<file path="config.mk">
export PLATFORM = sky130hd
export DESIGN_NAME = i2s_tx_ctrl
export DESIGN_NICKNAME = d
export VERILOG_FILES = /design/src/rtl/i2s_tx_pkg.sv /design/src/rtl/i2s_tx_regs.sv /design/src/rtl/i2s_tx_fifo.sv /design/src/rtl/i2s_bclk_gen.sv /design/src/rtl/i2s_tx_serial.sv /design/src/rtl/i2s_tx_ctrl.sv
export SDC_FILE = /design/constraint.sdc
export NUM_CORES = 1
export LEC_CHECK = 0
export CAP_MARGIN = 20
export CORE_MARGIN = 2
export CORE_UTILIZATION = 55
export CTS_CLUSTER_DIAMETER = 50
export DETAILED_ROUTE_END_ITERATION = 8
export GPL_TIMING_DRIVEN = 0
export HOLD_SLACK_MARGIN = 0.15
export PLACE_DENSITY = 0.72
export SYNTH_ARGS = -nofsm -noshare
export SYNTH_HDL_FRONTEND = slang
export SYNTH_SLANG_ARGS = --single-unit
</file>
<file path="constraint.sdc">
create_clock -name clk -period 13.1 [get_ports clk]
set_clock_uncertainty 0.05 [all_clocks]
set_input_delay 1.965 -clock clk [delete_from_list [all_inputs] [get_ports clk]]
set_output_delay 1.965 -clock clk [all_outputs]
set_load 0.005 [all_outputs]
</file>
<file path="src/rtl/i2s_tx_pkg.sv">
package i2s_tx_pkg;

    localparam int ADDR_W = 6;
    localparam int WORD_W = 32;
    localparam int DIV_W  = 8;
    localparam int WCODE_W = 5;

    // register byte offsets
    localparam logic [ADDR_W-1:0] OFS_FMT     = 6'h00;
    localparam logic [ADDR_W-1:0] OFS_RXFMT   = 6'h04;
    localparam logic [ADDR_W-1:0] OFS_CLKDIV  = 6'h08;
    localparam logic [ADDR_W-1:0] OFS_LEVEL   = 6'h0C;
    localparam logic [ADDR_W-1:0] OFS_DMACTL  = 6'h10;
    localparam logic [ADDR_W-1:0] OFS_IRQEN   = 6'h14;
    localparam logic [ADDR_W-1:0] OFS_IRQST   = 6'h18;
    localparam logic [ADDR_W-1:0] OFS_RUN     = 6'h1C;
    localparam logic [ADDR_W-1:0] OFS_FLUSH   = 6'h20;
    localparam logic [ADDR_W-1:0] OFS_TXWORD  = 6'h24;
    localparam logic [ADDR_W-1:0] OFS_RXWORD  = 6'h28;

    // legal width codes (width minus one)
    localparam logic [WCODE_W-1:0] WCODE_16 = 5'd15;
    localparam logic [WCODE_W-1:0] WCODE_24 = 5'd23;

    // reset values of the divider fields
    localparam logic [DIV_W-1:0] MDIV_RST = 8'd7;
    localparam logic [DIV_W-1:0] FDIV_RST = 8'd31;

    typedef enum logic [1:0] {
        SER_IDLE   = 2'd0,
        SER_RUN    = 2'd1,
        SER_FINISH = 2'd2
    } ser_state_e;

endpackage

</file>
<file path="src/rtl/i2s_tx_regs.sv">
module i2s_tx_regs
    import i2s_tx_pkg::*;
#(
    parameter int LVL_W = 6
) (
    input  logic                 clk,
    input  logic                 rst_n,
    input  logic [ADDR_W-1:0]    bus_addr,
    input  logic                 bus_wr,
    input  logic [WORD_W-1:0]    bus_wdata,
    output logic [WORD_W-1:0]    bus_rdata,
    input  logic [LVL_W-1:0]     fifo_level,
    output logic [WCODE_W-1:0]   width_code,
    output logic [DIV_W-1:0]     mclk_div,
    output logic [DIV_W-1:0]     frame_div,
    output logic                 tx_en,
    output logic                 push,
    output logic                 flush
);

    logic [WCODE_W-1:0] wcode_in;
    logic               wcode_ok;

    assign wcode_in = bus_wdata[WCODE_W-1:0];
    assign wcode_ok = (wcode_in == WCODE_16) || (wcode_in == WCODE_24);
    assign push     = bus_wr && (bus_addr == OFS_TXWORD);
    assign flush    = bus_wr && (bus_addr == OFS_FLUSH);

    always_ff @(posedge clk or negedge rst_n) begin
        if (!rst_n) begin
            width_code <= WCODE_16;
            mclk_div   <= MDIV_RST;
            frame_div  <= FDIV_RST;
            tx_en      <= 1'b0;
        end else if (bus_wr) begin
            case (bus_addr)
                OFS_FMT: begin
                    if (wcode_ok) width_code <= wcode_in;
                end
                OFS_CLKDIV: begin
                    mclk_div  <= bus_wdata[23:16];
                    frame_div <= bus_wdata[DIV_W-1:0];
                end
                OFS_RUN:   tx_en <= bus_wdata[0];
                OFS_FLUSH: tx_en <= 1'b0;
                default: ;
            endcase
        end
    end

    always_comb begin
        bus_rdata = '0;
        case (bus_addr)
            OFS_FMT:    bus_rdata = {{(WORD_W-WCODE_W){1'b0}}, width_code};
            OFS_CLKDIV: bus_rdata = {8'h00, mclk_div, 8'h00, frame_div};
            OFS_LEVEL:  bus_rdata = {{(WORD_W-LVL_W){1'b0}}, fifo_level};
            OFS_RUN:    bus_rdata = {{(WORD_W-1){1'b0}}, tx_en};
            default:    bus_rdata = '0;
        endcase
    end

endmodule

</file>
<file path="src/rtl/i2s_tx_fifo.sv">
module i2s_tx_fifo #(
    parameter  int DEPTH = 32,
    parameter  int W     = 32,
    localparam int AW    = $clog2(DEPTH),
    localparam int LW    = AW + 1
) (
    input  logic          clk,
    input  logic          rst_n,
    input  logic          flush,
    input  logic          push,
    input  logic [W-1:0]  push_data,
    input  logic          pop,
    output logic [W-1:0]  head,
    output logic          empty,
    output logic          full,
    output logic [LW-1:0] level
);

    logic [W-1:0]  mem [DEPTH];
    logic [AW-1:0] wptr, rptr;
    logic          push_ok, pop_ok;

    assign empty   = (level == '0);
    assign full    = (level == LW'(DEPTH));
    assign push_ok = push && !full;
    assign pop_ok  = pop && !empty;
    assign head    = mem[rptr];

    always_ff @(posedge clk) begin
        if (push_ok) mem[wptr] <= push_data;
    end

    always_ff @(posedge clk or negedge rst_n) begin
        if (!rst_n) begin
            wptr  <= '0;
            rptr  <= '0;
            level <= '0;
        end else if (flush) begin
            wptr  <= '0;
            rptr  <= '0;
            level <= '0;
        end else begin
            if (push_ok) wptr <= wptr + 1'b1;
            if (pop_ok)  rptr <= rptr + 1'b1;
            case ({push_ok, pop_ok})
                2'b10:   level <= level + 1'b1;
                2'b01:   level <= level - 1'b1;
                default: level <= level;
            endcase
        end
    end

endmodule

</file>
<file path="src/rtl/i2s_bclk_gen.sv">
module i2s_bclk_gen #(
    parameter int DIV_W = 8
) (
    input  logic             clk,
    input  logic             rst_n,
    input  logic             run,
    input  logic             flush,
    input  logic [DIV_W-1:0] div,
    output logic             sclk,
    output logic             bit_end
);

    logic [DIV_W-1:0] cnt;
    logic [DIV_W:0]   hi_start;

    // high phase covers the upper half of the count range
    assign hi_start = ({1'b0, div} + 1'b1) >> 1;
    assign sclk     = run && ({1'b0, cnt} >= hi_start);
    assign bit_end  = run && (cnt == div);

    always_ff @(posedge clk or negedge rst_n) begin
        if (!rst_n) begin
            cnt <= '0;
        end else if (!run || flush || cnt == div) begin
            cnt <= '0;
        end else begin
            cnt <= cnt + 1'b1;
        end
    end

endmodule

</file>
<file path="src/rtl/i2s_tx_serial.sv">
module i2s_tx_serial
    import i2s_tx_pkg::*;
#(
    parameter  int DW = 8,
    parameter  int W  = 32,
    localparam int IW = $clog2(W)
) (
    input  logic               clk,
    input  logic               rst_n,
    input  logic               flush,
    input  logic               tx_en,
    input  logic [DW-1:0]      frame_div,
    input  logic [WCODE_W-1:0] width_code,
    input  logic               bit_end,
    input  logic               fifo_empty,
    input  logic [W-1:0]       fifo_head,
    output logic               fifo_pop,
    output logic               run,
    output logic               ws,
    output logic               sdo
);

    ser_state_e    state, nxt;
    logic [DW-1:0] bitc;
    logic [W-1:0]  cur;

    logic [DW:0]   half, bitc_x, nb_x, s_x, width_n, idx;
    logic [DW-1:0] nb;
    logic          last_bit, start, slot_edge, load;

    assign half     = ({1'b0, frame_div} + 1'b1) >> 1;
    assign last_bit = (bitc == frame_div);
    assign nb       = last_bit ? '0 : bitc + 1'b1;
    assign bitc_x   = {1'b0, bitc};
    assign nb_x     = {1'b0, nb};
    assign s_x      = (bitc_x >= half) ? bitc_x - half : bitc_x;
    assign width_n  = {{(DW-4){1'b0}}, width_code} + 1'b1;
    assign idx      = width_n - 1'b1 - s_x;

    // next-state logic
    always_comb begin
        nxt = state;
        unique case (state)
            SER_IDLE:   if (tx_en) nxt = SER_RUN;
            SER_RUN:    if (!tx_en) nxt = SER_FINISH;
            SER_FINISH: begin
                if (tx_en)                     nxt = SER_RUN;
                else if (bit_end && last_bit)  nxt = SER_IDLE;
            end
            default:    nxt = SER_IDLE;
        endcase
        if (flush) nxt = SER_IDLE;
    end

    assign start     = (state == SER_IDLE) && (nxt == SER_RUN);
    assign slot_edge = bit_end && (nxt != SER_IDLE) && ((nb_x == half) || (nb == '0));
    assign load      = start || slot_edge;
    assign fifo_pop  = load && !fifo_empty;

    // state register
    always_ff @(posedge clk or negedge rst_n) begin
        if (!rst_n) begin
            state <= SER_IDLE;
            bitc  <= '0;
            cur   <= '0;
        end else if (flush) begin
            state <= SER_IDLE;
            bitc  <= '0;
            cur   <= '0;
        end else begin
            state <= nxt;
            if (start)        bitc <= '0;
            else if (bit_end) bitc <= nb;
            if (load)         cur  <= fifo_empty ? '0 : fifo_head;
        end
    end

    // outputs
    always_comb begin
        run = (state != SER_IDLE);
        ws  = run && (nb_x >= half);
        sdo = 1'b0;
        if (run && (s_x < width_n)) sdo = cur[idx[IW-1:0]];
    end

endmodule

</file>
<file path="src/rtl/i2s_tx_ctrl.sv">
module i2s_tx_ctrl
    import i2s_tx_pkg::*;
#(
    parameter  int FIFO_DEPTH = 32,
    localparam int LVL_W      = $clog2(FIFO_DEPTH) + 1
) (
    input  logic              clk,
    input  logic              rst_n,
    input  logic [ADDR_W-1:0] bus_addr,
    input  logic              bus_wr,
    input  logic [WORD_W-1:0] bus_wdata,
    output logic [WORD_W-1:0] bus_rdata,
    output logic              sclk,
    output logic              ws,
    output logic              sdo
);

    logic [WCODE_W-1:0] width_code;
    logic [DIV_W-1:0]   mclk_div, frame_div;
    logic               tx_en, push, flush;
    logic [LVL_W-1:0]   fifo_level;
    logic [WORD_W-1:0]  fifo_head;
    logic               fifo_empty, fifo_full, fifo_pop;
    logic               run, bit_end;

    i2s_tx_regs #(.LVL_W(LVL_W)) regs_i (
        .clk        (clk),
        .rst_n      (rst_n),
        .bus_addr   (bus_addr),
        .bus_wr     (bus_wr),
        .bus_wdata  (bus_wdata),
        .bus_rdata  (bus_rdata),
        .fifo_level (fifo_level),
        .width_code (width_code),
        .mclk_div   (mclk_div),
        .frame_div  (frame_div),
        .tx_en      (tx_en),
        .push       (push),
        .flush      (flush)
    );

    i2s_tx_fifo #(.DEPTH(FIFO_DEPTH), .W(WORD_W)) fifo_i (
        .clk       (clk),
        .rst_n     (rst_n),
        .flush     (flush),
        .push      (push),
        .push_data (bus_wdata),
        .pop       (fifo_pop),
        .head      (fifo_head),
        .empty     (fifo_empty),
        .full      (fifo_full),
        .level     (fifo_level)
    );

    i2s_bclk_gen #(.DIV_W(DIV_W)) bclk_i (
        .clk     (clk),
        .rst_n   (rst_n),
        .run     (run),
        .flush   (flush),
        .div     (mclk_div),
        .sclk    (sclk),
        .bit_end (bit_end)
    );

    i2s_tx_serial #(.DW(DIV_W), .W(WORD_W)) ser_i (
        .clk        (clk),
        .rst_n      (rst_n),
        .flush      (flush),
        .tx_en      (tx_en),
        .frame_div  (frame_div),
        .width_code (width_code),
        .bit_end    (bit_end),
        .fifo_empty (fifo_empty),
        .fifo_head  (fifo_head),
        .fifo_pop   (fifo_pop),
        .run        (run),
        .ws         (ws),
        .sdo        (sdo)
    );

endmodule

</file>
==> flow_summary.ini <==
[clock_tree]
clkTransAtPathRegs_ns = 0.06
ctsResizeCount = 0
cts-root-buf = clkbuf_16
clk_latency_ns = 0.67
postCtsSetupBuffers = 0
cts_max_path_buffers = 3
ctsHoldBuffers = 0
cts_num_sinks = 1112
htree_num_levels = 3
numCtsBuffers = 113
tritoncts = done

[power_and_ir_drop]
power_w = 0.00963
powerDensity_nw_per_um2 = 184
ir_worst_vdd_mv = 0.124
p_leak_nw = 16.9

[timing]
hold_violations = 0
fin_crit_sh_pct = 69.0
fmax_ghz = 0.111
max_slew_margin_pct = 24.4
final-setup-viol-count = 0
max_slew.worst_pin.slew_ns = 1.13
tns_ns = 0
drv_slew = 0
layout_min_cycle_time_ns = 9.04
rsz0062_at_grt = false

[route]
first_iter_violations = 2704
ant_nets = 0
wl_um = 112000
drt_drc_violations_left = 0
vias_per_cell = 6.50
vias = 22870
wl_per_cell_um = 31.8
drt-pass1-iter-count = 7

[logic_synthesis]
synthAdderAreaFrac_pct = 1.47
netlist_instances = 2110
avgSynthCellArea_um2 = 21.4
synth_top_area_share_pct = 68.2
synthMuxAreaShare_pct = 18.1
synthXorXnorAreaFrac_pct = 1.19
netlist_top_cells_area = edfxtp_1 68%, mux4_2 16%, dfrtp_1 4.2%
async_flop_share_pct = 7.91
synthSimpleGateAreaFrac_pct = 2.32
yosysWarnings = 0
synth_seq_cells = 1112
synth_compound_area_share_pct = 2.09
netlist_area_um2 = 45100
synth_common_cells = 1,024 x edfxtp_1, 330 x mux4_2, 92 x nor2_1
synth_edf_count = 1024
synth_cell_types = 65
synth_top_family_by_area = multiplexers
synth_top_area_cell = edfxtp_1
yosysMostFrequentCell = edfxtp_1
ys_seq_area_share_pct = 73.1
ys.flop_type = edfxtp_1

[floorplan]
start_util_pct = 55.8
die_height_um = 290
rows = 104
die_area_um2 = 84300
die_width_um = 290
coreArea_um2 = 80800
io_pins = 76

[global_routing]
grt_pass1_vias = 23542
overflow = 0
grtUsageTotal_pct = 26.8
grt_pass1_wl_um = 162000
grt_max_degree = 51
grt_antenna_before_repair = 5

[worst_setup_path]
crit_path_end_kind = primary output
cp_max_fo = 9
worstPathCellList = ha_1 -> xnor2_1 -> ha_1 -> nor2b_1 -> o211ai_1 -> a21boi_1 -> o22a_1 -> o21ai_1 -> nand2_1 -> mux2_1 -> ha_1 -> inv_1 -> fa_1 -> clkbuf_1 -> mux4_2 -> mux4_2 -> mux2i_1 -> nor3_1 -> clkdlybuf4s50_1
cp.arrival_ns = 7.02
cp.required_ns = 11.09
slowest_delay_ns = 0.62
crit_top_cell = ha_1
cp_slowest_cell = dfstp_2
path_class = reg -> out
start_kind = flip-flop

[cells_and_area]
area.growth.synth_to_final_pct = 15.9
antenna_cells = 0
layout-drive-gt1-share_pct = 28.9
layout.nets = 2453

[placed_design]
numPortBuffers = 58
routabilityCongestion = 0.812
hpwl_um = 71700

[status]
status = finished clean

[run]
cap_violations = 0

[min_path]
hp-class = reg -> reg
## worst max-delay path, delay by kind of cell (launching register included)
| kind | cells | cell delay (ns) |
|---|---|---|
| xor+xnor | 1 | 0.24 |
| simple gates | 3 | 0.58 |
| buf+inv | 3 | 1.17 |
| mux | 4 | 1.62 |
| fa+ha+maj | 4 | 1.33 |
| compound gates | 4 | 0.80 |
| flops | 1 | 0.62 |
## power by group
part / internal (W) / switching, W / leakage (nW)
clock: 0.00174 / 0.00135 / 1.74
combinational: 0.00121 / 0.00131 / 4.78
sequential: 0.00395 / 0.0000668 / 10.3
## flip-flops by register name, indices dropped and copies added (netlist names), 6 cells and up
signal	cells
bclk_i.cnt	8
fifo_i.level	6
fifo_i.mem	1024
regs_i.frame_div	8
regs_i.mclk_div	8
ser_i.bitc	8
ser_i.cur	32
## stage by stage
step	std cells	hold WS (ns)	setup WS, ns	area [um^2]	utilization, %
detailed placement	3287	0.422	4.83	48300	59.7
finish	3516	0.440	4.06	52200	64.6
floorplan	2125	0.401	6.53	45100	-
CTS	3497	0.441	4.12	51800	64.1
global route	3516	0.459	3.87	52200	64.6
global placement	3243	0.416	4.88	47000	58.2
## kinds of logic after synthesis
family | Yosys count
AO/OA/AOI/OAI | 121
multiplexers | 399
other | 1
XOR/XNOR | 61
AND/OR/NAND/NOR | 218
flip-flops | 1112
adder cells (fa/ha/maj) | 51
buffers and inverters | 147
## final timing paths
path                                     start                 end  slack [ns]  cells after the start
min in group asynchronous                rst_n       bclk_i.cnt[4]        1.24                      1
max                        regs_i.frame_div[0]                 sdo        4.06                     19
min reg2reg                       ser_i.cur[8]        ser_i.cur[8]        0.44                      1
min                               ser_i.cur[8]        ser_i.cur[8]        0.44                      1
max reg2reg                      ser_i.bitc[1]     fifo_i.level[5]        7.76                     22
max in group asynchronous                rst_n  regs_i.mclk_div[0]       11.08                      2
## area by class of cell
class | instances | area (um^2)
Buffer | 125 | 689
Fill cell | 5198 | 28600
Tap cell | 1060 | 1330
Clock inverter | 71 | 589
Timing Repair Buffer | 121 | 1950
Inverter | 22 | 82.6
Multi-Input combinational cell | 866 | 11600
Clock buffer | 139 | 2990
Sequential cell | 1112 | 33000
## routing by layer
layer  track usage [%]  up-vias  routed length, um
met5                 0        -                 37
met4              8.90        6               3570
met3              4.89      232              10200
met2              44.6     1276              56400
met1              36.2    12094              41600
li1                  -     9262                  -
## cells in the final DEF (no fill, tap or decap), types with 27 or more instances in the layout
master | Yosys | final
buf_12 | 0 | 27
nand2_1 | 32 | 32
ha_1 | 48 | 48
clkbuf_16 | 0 | 116
nor2_4 | 0 | 32
dfrtp_1 | 76 | 76
clkdlybuf4s50_1 | 0 | 57
clkinv_1 | 0 | 27
xor2_1 | 41 | 41
mux4_2 | 330 | 330
nor2_1 | 92 | 60
o2bb2ai_1 | 32 | 32
mux2i_1 | 45 | 45
clkbuf_1 | 45 | 65
edfxtp_1 | 1024 | 1024
buf_2 | 35 | 35
(Power assumes the default switching activity.)
